$ cat src/rtl/tmr_rd_pkg.sv
package tmr_rd_pkg;
  localparam int BYTE_W = 8;
  localparam int CNT_W  = 2 * BYTE_W;
  localparam int MODE_W = 3;

  localparam logic [1:0] FMT_LSB  = 2'b01;
  localparam logic [1:0] FMT_MSB  = 2'b10;
  localparam logic [1:0] FMT_BOTH = 2'b11;

  typedef struct packed {
    logic capStatus;
    logic capCount;
    logic showStatus;
    logic useLatch;
    logic selMsb;
  } rd_strobe_t;
endpackage

$ cat src/rtl/tmr_rd_ctrl.sv
module tmr_rd_ctrl
  import tmr_rd_pkg::*;
(
  input  logic       clk,
  input  logic       rstN,
  input  logic [1:0] rwFmt,
  input  logic       ctrlWrite,
  input  logic       latchCount,
  input  logic       latchStatus,
  input  logic       readStb,
  output rd_strobe_t strb
);
  logic statusValid, countLatched, bytePtr;
  logic readCount, finalByte, twoByte;

  always_comb begin
    twoByte         = (rwFmt == FMT_BOTH);
    readCount       = readStb && !statusValid;
    finalByte       = readCount && (!twoByte || bytePtr);
    strb.capStatus  = latchStatus && !statusValid && !ctrlWrite;
    strb.capCount   = latchCount && !countLatched && !ctrlWrite;
    strb.showStatus = statusValid;
    strb.useLatch   = countLatched;
    strb.selMsb     = (rwFmt == FMT_MSB) || (twoByte && bytePtr);
  end

  always_ff @(posedge clk) begin
    if (!rstN || ctrlWrite) begin
      statusValid  <= 1'b0;
      countLatched <= 1'b0;
      bytePtr      <= 1'b0;
    end else begin
      statusValid  <= strb.capStatus || (statusValid && !readStb);
      countLatched <= strb.capCount || (countLatched && !finalByte);
      if (readCount && twoByte) bytePtr <= ~bytePtr;
    end
  end

  // reprogram clears all pending read state
  p_reprogram_clears_r9: assert property (@(posedge clk) disable iff (!rstN)
    ctrlWrite |=> (!strb.showStatus && !strb.useLatch && !bytePtr));

  // status byte persists until read or reprogram
  p_status_held_r3: assert property (@(posedge clk) disable iff (!rstN)
    (statusValid && !readStb && !ctrlWrite) |=> statusValid);

  // the read that sees a pending status byte consumes it
  p_status_consumed_r6: assert property (@(posedge clk) disable iff (!rstN)
    (statusValid && readStb) |=> !strb.showStatus);

  // frozen count survives further latch commands until read out
  p_latch_held_r5: assert property (@(posedge clk) disable iff (!rstN)
    (countLatched && !readStb && !ctrlWrite) |=> countLatched);

  // two-byte reads flip the byte pointer
  p_ptr_toggle_r7: assert property (@(posedge clk) disable iff (!rstN)
    (twoByte && readStb && !statusValid && !ctrlWrite) |=> (bytePtr != $past(bytePtr)));
endmodule

$ cat src/rtl/tmr_rd_dpath.sv
module tmr_rd_dpath
  import tmr_rd_pkg::*;
(
  input  logic              clk,
  input  logic              rstN,
  input  rd_strobe_t        strb,
  input  logic [CNT_W-1:0]  liveCount,
  input  logic              outLevel,
  input  logic [1:0]        rwFmt,
  input  logic [MODE_W-1:0] modeSel,
  input  logic              bcdSel,
  input  logic              countWrite,
  input  logic              loadDone,
  output logic [BYTE_W-1:0] rdData
);
  logic [CNT_W-1:0]  cntLatch;
  logic [BYTE_W-1:0] statusReg;
  logic              nullFlag;
  logic [CNT_W-1:0]  countSrc;
  logic [BYTE_W-1:0] countByte;

  always_ff @(posedge clk) begin
    if (!rstN) begin
      cntLatch  <= '0;
      statusReg <= '0;
      nullFlag  <= 1'b0;
    end else begin
      if (strb.capCount)  cntLatch  <= liveCount;
      if (strb.capStatus) statusReg <= {outLevel, nullFlag, rwFmt, modeSel, bcdSel};
      if (countWrite)     nullFlag  <= 1'b1;
      else if (loadDone)  nullFlag  <= 1'b0;
    end
  end

  always_comb begin
    countSrc  = strb.useLatch ? cntLatch : liveCount;
    countByte = strb.selMsb ? countSrc[CNT_W-1:BYTE_W] : countSrc[BYTE_W-1:0];
    rdData    = strb.showStatus ? statusReg : countByte;
  end

  // snapshot does not move while it is in use
  p_snapshot_stable_r4: assert property (@(posedge clk) disable iff (!rstN)
    strb.useLatch |=> $stable(cntLatch));

  // status bit 7 carries the pin level from the capture cycle
  p_status_pin_r2: assert property (@(posedge clk) disable iff (!rstN)
    strb.capStatus |=> (statusReg[7] == $past(outLevel)));

  // a count write sets the null flag
  p_null_set_r10: assert property (@(posedge clk) disable iff (!rstN)
    countWrite |=> nullFlag);

  // a load without a new write clears it
  p_null_clear_r10: assert property (@(posedge clk) disable iff (!rstN)
    (loadDone && !countWrite) |=> !nullFlag);
endmodule

$ cat src/rtl/tmr_rd_path.sv
module tmr_rd_path
  import tmr_rd_pkg::*;
(
  input  logic        clk,
  input  logic        rstN,
  input  logic [15:0] liveCount,
  input  logic        outLevel,
  input  logic [1:0]  rwFmt,
  input  logic [2:0]  modeSel,
  input  logic        bcdSel,
  input  logic        ctrlWrite,
  input  logic        countWrite,
  input  logic        loadDone,
  input  logic        latchCount,
  input  logic        latchStatus,
  input  logic        readStb,
  output logic [7:0]  rdData
);
  rd_strobe_t strb;

  tmr_rd_ctrl u_ctrl (
    .clk(clk), .rstN(rstN), .rwFmt(rwFmt), .ctrlWrite(ctrlWrite),
    .latchCount(latchCount), .latchStatus(latchStatus), .readStb(readStb),
    .strb(strb)
  );

  tmr_rd_dpath u_dpath (
    .clk(clk), .rstN(rstN), .strb(strb), .liveCount(liveCount),
    .outLevel(outLevel), .rwFmt(rwFmt), .modeSel(modeSel), .bcdSel(bcdSel),
    .countWrite(countWrite), .loadDone(loadDone), .rdData(rdData)
  );
endmodule

$ cat config.mk
export PLATFORM = sky130hd
export DESIGN_NAME = tmr_rd_path
export DESIGN_NICKNAME = d
export VERILOG_FILES = /design/src/rtl/tmr_rd_pkg.sv /design/src/rtl/tmr_rd_ctrl.sv /design/src/rtl/tmr_rd_dpath.sv /design/src/rtl/tmr_rd_path.sv
export SDC_FILE = /design/constraint.sdc
export NUM_CORES = 1
export LEC_CHECK = 0
export ABC_AREA = 1
export BUFFER_PORTS_ARGS = -buffer_cell sky130_fd_sc_hd__buf_2
export CORE_UTILIZATION = 45
export DETAILED_ROUTE_END_ITERATION = 10
export PLACE_DENSITY_LB_ADDON = 0.2
export REMOVE_ABC_BUFFERS = 1
export SYNTH_ARGS = -nofsm -noshare
export SYNTH_HDL_FRONTEND = slang
export SYNTH_SLANG_ARGS = --single-unit
$ cat constraint.sdc
create_clock -name clk -period 2.8 [get_ports clk]
set_input_delay 0.28 -clock clk [delete_from_list [all_inputs] [get_ports clk]]
set_output_delay 0.28 -clock clk [all_outputs]
set_load 0.1 [all_outputs]
# Word-level counts from Yosys, hierarchy flattened
# Index checks and enable logic that the tools add are counted.
# W data, S select, Z words.
dict set report totals {
  register_bits 28
  output_inout_bits 8
  wordCells 37
}
dict set report op_classes {
  bitwise_logic 1
  n_mux 5
  eq_ne 2
  reduce_logical 23
}
# cell count
set ops {}
lappend ops {{$mux W16} 1}
lappend ops {{$mux W8} 2}
lappend ops {{$logic_and A1 B1 Y1} 10}
lappend ops {{$logic_not A1 Y1} 7}
lappend ops {{$logic_or A1 B1 Y1} 5}
lappend ops {{$eq A2 B2 Y1 const B} 2}
lappend ops {{$mux W1} 2}
lappend ops {{$reduce_bool A2 Y1} 1}
lappend ops {{$not A1 Y1} 1}

# Longest topological paths before layout
# Gate-level depths: netlist of the first run.
dict set report logic_depth {
  ltp_word 7
  depth_mapped 8
  depth_no_buf 6
}

# Hierarchy
# A second synthesis of the first run with hierarchy kept.
dict set report unflattened {
  cells_unflattened 239
  area_unflattened_um2 1502.7
}
# mod cells_each instances area_per_inst_um2
set modules_own_cells {}
lappend modules_own_cells {tmr_rd_dpath 210 1 1325.0}
lappend modules_own_cells {tmr_rd_ctrl 29 1 177.7}

# Worst setup path after synthesis of the first run
# Ideal clock, no wire load.
dict set report synth_path {
  path_kind {register to output}
  start {register u_ctrl.countLatched}
  end {output port rdData[3]}
  path_slack_ps 1060
  arrival_ps 1460
  stages_incl_launch_ff 9
  required_time_ps 2520
  cell_sequence {dfxtp_1 > buf_6 > buf_4 > nand2_1 > inv_1 > nor2_1 > nand2_1 > nand3_1 > nand2_1}
}
dict set report synth_via {
  elab_chain_cells 3
}
# item line
set synth_lines {}
lappend synth_lines {{start, declared} tmr_rd_ctrl.sv:13} ;# logic statusValid, countLatched, bytePtr;
lappend synth_lines {{start signal, assigned} tmr_rd_ctrl.sv:34} ;# countLatched <= strb.capCount || (countLatched && !finalByte);
lappend synth_lines {{$mux W16} tmr_rd_dpath.sv:36} ;# countSrc = strb.useLatch ? cntLatch : liveCount;
lappend synth_lines {{$mux W8} tmr_rd_dpath.sv:37} ;# countByte = strb.selMsb ? countSrc[CNT_W-1:BYTE_W] : countSrc[BYTE_W-1:0];
lappend synth_lines {{$mux W8} tmr_rd_dpath.sv:38} ;# rdData = strb.showStatus ? statusReg : countByte;
lappend synth_lines {{end, declared} tmr_rd_path.sv:17} ;# output logic [7:0] rdData
# No other way between the ends.

# Worst setup path in the final report of the first run
dict set report layout_path {
  start {register u_ctrl.countLatched}
  end {output port rdData[7]}
}
# Same word-level chain as after synthesis.

==> metrics.yaml, run 1 <==
outcome: "completed"
synth_area_leaders: "dfxtp_1 (36%), nand2_1 (21%), nor2_1 (12%), inv_1 (9.7%), o21ai_0 (5.2%)"
die_height_um: 60.6
setup.reg_to_reg.worst_slack_ns: 1.16
most_common_cell_after_layout_fill_and_taps_aside: "nand2_1"
cp-end-kind: "output pin"
cts_num_sinks: 28
clockRootBuffer: "clkbuf_4"
final_non_filler_cell_total: 337
worst_hold_path_type: "primary input to flop"
sequentialPowerShare_pct: 50.7
diodes: 0
cts.repair_timing.setup_buffer_count: 0
timing.clock.skew_ns: 0.00995
first_iter_violations: 73
worst_ir_drop_vdd_mv: 0.272
routed_wire_length_per_instance_um: 10.3
cp.arrival_ns: 2.07
dp_hpwl_um: 2610
rr_startpoint: "u_ctrl.statusValid"
fillerInstances: 356
placed_cells_incl_taps: 334
register_area_sq_um: 561
ctsLongestPathBuffers: 2
cts_tree: "built"
setup-violations-final: 0
grt_antenna_before_repair: 0
worst_hold_slack_after_final_layout_ns: 0.148
floorplan_die_area_sq_mm: 0.00368
htreeDepth: 1
clock_period_minus_worst_slack_ns: 2.35
synthesis.instances: 258
cts_resized: 0
power_uw: 860
buffer_ports.inserted: 38
timing.max_slew.rel_slack_pct: 67.8
grt_pass1_wl_um: 5890
initial_core_util_pct: 49.1
clock.fmax_mhz: 426
cellPowerDensity_mw_per_mm2: 486
detail_route.vias_per_cell: 4.49
setup.worst_path.class: "flop to output pin"
grt_max_degree: 19
path_clk_slew_ns: 0.13
final_layout_size_suffix_gt1_share_pct: 17.7
setup_total_negative_slack_ns: 0
min_delay_worst_endpoint: "u_dpath.nullFlag"
worst_skew_pair.late_latency_ns: 0.34
track_usage_pct: 21.3
yosys.area.top_type_share_pct: 36.2
timing.final.hold_violations: 0
p_leak_uw: 0.000971
syn2layout_area_growth_pct: 14.2
final_min_period_over_clock_period_pct: 83.9
io_pins: 39
critical_path.startpoint_type: "flop"
multiInputGateArea_sq_um: 757
ys_seq_elements: 28
max-cap-violations: 0
rsz0062_at_grt: "no"
worst_r2r_endpoint: "u_dpath.statusReg[6]"
hold_start: "countWrite"
gr-total-overflow: 0
synth_area_per_cell_sq_um: 6.00
synth_area_leader_cell: "dfxtp_1"
tritoncts.num_buffers: 3
tightestPinTransition_ns: 0.486
worst_r2r_path_cells: 5
timing_max_transition_violations_final: 0
post_synth_num_cell_types: 21
internal-power_uw: 537
core_area_sq_mm: 0.00315
drt_pre_antenna_iters: 4
total_of_warnings_raised_by_yosys: 0
layout.cells.most_common_list: "nand2_1 (85), nor2_1 (51), inv_1 (40)"
ctsHoldBuffers: 0
via_count_of_the_first_global_routing_pass: 1357
final_nets: 326
routed_wl_um: 3480
post_synth_instance_area_sq_mm: 0.00155
drcViolationCount: 0
die_width_um: 60.6
switching_power_uw: 322
timing.critical_path.required_ns: 2.52
share_clk_of_total_power_pct: 19.4
routabilityCongestion: 0.779
combPwrFrac_pct: 29.8
sw_frac_of_total_pct: 37.5
ys_seq_area_share_pct: 36.2
antenna_left: 0
rows: 20
cp_max_fo: 15
hold_depth: 3
via_count: 1513
==> through the flow <==
step                worst slack [ns]  instance area [sq um]  utilization (%)
finish                         0.450                   1770             56.1
global route                   0.286                   1770             56.1
CTS                            0.432                   1770             56.1
detailed placement             0.821                   1750             55.4
global placement               0.839                   1750             55.4
floorplan                      0.777                   1490                -
==> cell usage after synthesis (all sizes together) <==
cell     n
nor2    51
a21oi   13
inv     43
o21ai   17
dfxtp   28
nand3   11
clkbuf   1
buf      6
nand2   87
clkinv   1
==> how the worst max path moves through the flow <==
stage / from / endpoint
2_1_floorplan: u_ctrl.countLatched / rdData[0]
5_1_grt: u_ctrl.countLatched / rdData[7]
3_3_place_gp: u_ctrl.countLatched / rdData[7]
6_report: u_ctrl.countLatched / rdData[7]
4_1_cts: u_ctrl.countLatched / rdData[7]
3_5_place_dp: u_ctrl.countLatched / rdData[7]
==> logic make-up after synthesis <==
logic type,share of synthesized area (%)
and+or+nand+nor,38.5
buffers and inverters,14.9
AOI/OAI and AO/OA,10.4
DFF,36.2
==> sequential cells by signal (all words and copies together) (netlist names) <==
signal	cells
u_dpath.cntLatch	16
u_ctrl.statusValid	1
u_ctrl.countLatched	1
u_ctrl.bytePtr	1
u_dpath.nullFlag	1
u_dpath.statusReg	8
==> power groups by stage <==
| stage | clock network, uW | logic, uW | registers [uW] |
|---|---|---|---|
| after global routing | 187 | 285 | 439 |
| after CTS | 173 | 258 | 436 |
| final | 167 | 256 | 436 |
| after global placement | 0 | 256 | 444 |
| after detailed placement | 0 | 258 | 445 |
| after floorplan | 0 | 195 | 443 |
==> worst max-delay path, stage by stage, from the launching register on <==
cell and delay [ns]:
dfxtp_1 0.62, buf_4 0.29, inv_8 0.06, nand2_1 0.07
nand2_1 0.06, nand2_1 0.06, nand3_1 0.10, nand2_1 0.07
buf_2 0.41
==> layer usage <==
layer  part of all wire (%)  global-route usage (%)
met5                      0                       0
met4                   0.35                    2.60
met3                    4.2                    4.69
met2                     47                    36.4
met1                     49                    28.3
==> final cells by class <==
cell class	count	area share, %
clock buffers	3	1.27
inverters	44	9.91
multi-input cells	179	42.8
flip-flops and latches	28	31.7
well taps	44	3.11
repair buffers	39	11.2
Note: power is estimated with default switching activity, not from simulation.
==> run 2: changes to the inputs <==
clock period = 2.2 ns   (was 2.8 ns; I/O delays follow)
==> metrics.yaml, run 2 (same netlist as run 1, synthesis figures left out) <==
io_pins: 39
core_area_sq_mm: 0.00315
tritoncts.num_buffers: 3
cts_resized: 0
ctsHoldBuffers: 0
most_common_cell_after_layout_fill_and_taps_aside: "nand2_1"
crit_path_max_incr_delay_ns: 0.56
sequentialPowerShare_pct: 46.0
worst_r2r_path_cells: 5
final_non_filler_cell_total: 339
rr_startpoint: "u_ctrl.statusValid"
gr-total-overflow: 0
crit_start: "u_ctrl.statusValid"
timing.critical_path.required_ns: 1.98
clock.fmax_mhz: 519
fillerInstances: 326
initial_core_util_pct: 49.1
outcome: "completed"
hold_depth: 3
worst_r2r_endpoint: "u_dpath.statusReg[6]"
switching_power_uw: 425
drt_pre_antenna_iters: 4
setup.worst_path.class: "flop to output pin"
via_count: 1531
detail_route.vias_per_cell: 4.52
final_nets: 327
cp.arrival_ns: 1.71
min_delay_worst_endpoint: "u_dpath.nullFlag"
internal-power_uw: 776
dp_hpwl_um: 2460
critical_path.startpoint_type: "flop"
buffer_ports.inserted: 38
rows: 20
max-cap-violations: 0
setup.reg_to_reg.worst_slack_ns: 0.63
grt_antenna_before_repair: 0
slowest_stage: "dfxtp_1"
cts_tree: "built"
cts.repair_timing.setup_buffer_count: 0
htreeDepth: 1
placed_cells_incl_taps: 335
floorplan_die_area_sq_mm: 0.00368
routed_wire_length_per_instance_um: 9.83
p_leak_uw: 0.00103
setup_total_negative_slack_ns: 0
die_height_um: 60.6
multiInputGateArea_sq_um: 757
combPwrFrac_pct: 32.8
cts_num_sinks: 28
max_flop_register: "u_dpath.cntLatch"
hold_start: "countWrite"
cp-end-kind: "output pin"
setup-violations-final: 0
cp_max_fo: 11
share_clk_of_total_power_pct: 21.2
drcViolationCount: 0
diodes: 0
final_min_period_over_clock_period_pct: 87.6
die_width_um: 60.6
register_area_sq_um: 561
sw_frac_of_total_pct: 35.4
tightestPinTransition_ns: 0.392
ctsLongestPathBuffers: 2
path_clk_slew_ns: 0.14
track_usage_pct: 21.0
largest_register_ffs: 16
final_core_utilization_pct: 60.6
rsz0062_at_grt: "no"
layout.cells.most_common_list: "nand2_1 (85), nor2_1 (51), inv_1 (40)"
antenna_left: 0
layout_top_registers: "u_dpath.cntLatch x16, u_dpath.statusReg x8"
routabilityCongestion: 0.801
worst_ir_drop_vdd_mv: 0.387
syn2layout_area_growth_pct: 23.4
grt_max_degree: 19
timing.clock.skew_ns: 0.0134
routed_wl_um: 3330
grt_pass1_wl_um: 5750
timing_max_transition_violations_final: 0
clock_period_minus_worst_slack_ns: 1.93
final_layout_size_suffix_gt1_share_pct: 18.3
timing.max_slew.rel_slack_pct: 73.8
worst_path_cell_chain: "clkinv_1, nand3_1, nand2_1, buf_12"
setup_ws_ns: 0.272
worst_hold_path_type: "primary input to flop"
worst_skew_pair.late_latency_ns: 0.33
timing.final.hold_violations: 0
clockRootBuffer: "clkbuf_4"
pre_cts_ws_ns: 0.641
cellPowerDensity_mw_per_mm2: 629
first_iter_violations: 72
via_count_of_the_first_global_routing_pass: 1249
run 2: changes by cell type in the layout (fill, tap and decap cells not counted), sizes merged:
cell and delta:
buf +1, clkbuf +1
run 2: worst max path at each step:
stage	slack, ns	to
detailed placement	0.64	u_dpath.statusReg[5]
floorplan	0.24	rdData[0]
CTS	0.26	rdData[6]
global route	0.1	rdData[1]
finish	0.27	rdData[3]
global placement	0.68	rdData[7]
run 2: final cells by class:
cell class | instances | share of cell area (%)
Tap cell | 44 | 2.88
Clock buffer | 4 | 1.90
Sequential cell | 28 | 29.4
Multi-Input combinational cell | 179 | 39.6
Inverter | 44 | 9.17
Timing Repair Buffer | 40 | 17.0
run 2: metrics by stage:
step	hold slack, ns	power [uW]	instance area, sq um
floorplan	0.337	811	1490
global placement	0.424	957	1870
detailed placement	0.430	960	1870
CTS	0.0725	1220	1910
global route	0.0772	1270	1910
finish	0.0885	1200	1910
run 2: critical path, delay by kind of cell (launching register included):
| family | cells | cell delay, ns |
|---|---|---|
| buf+inv | 2 | 0.53 |
| flops | 1 | 0.56 |
| simple gates | 2 | 0.29 |
run 2: power groups by stage:
stage / Combinational [uW] / Clock, uW / Sequential (uW)
6_report: 393 / 255 / 553
3_3_place_gp: 394 / 0 / 564
4_1_cts: 396 / 270 / 553
5_1_grt: 428 / 286 / 557
2_1_floorplan: 248 / 0 / 564
3_5_place_dp: 395 / 0 / 564
run 2: layer usage:
layer	wire length [um]	global-route usage, %	vias up	share of wire, %
li1	-	-	840	-
met1	1650	29.7	659	49
met5	0	0	-	0
met2	1540	33.9	30	46
met3	120	3.84	2	3.6
met4	22	3.90	0	0.66
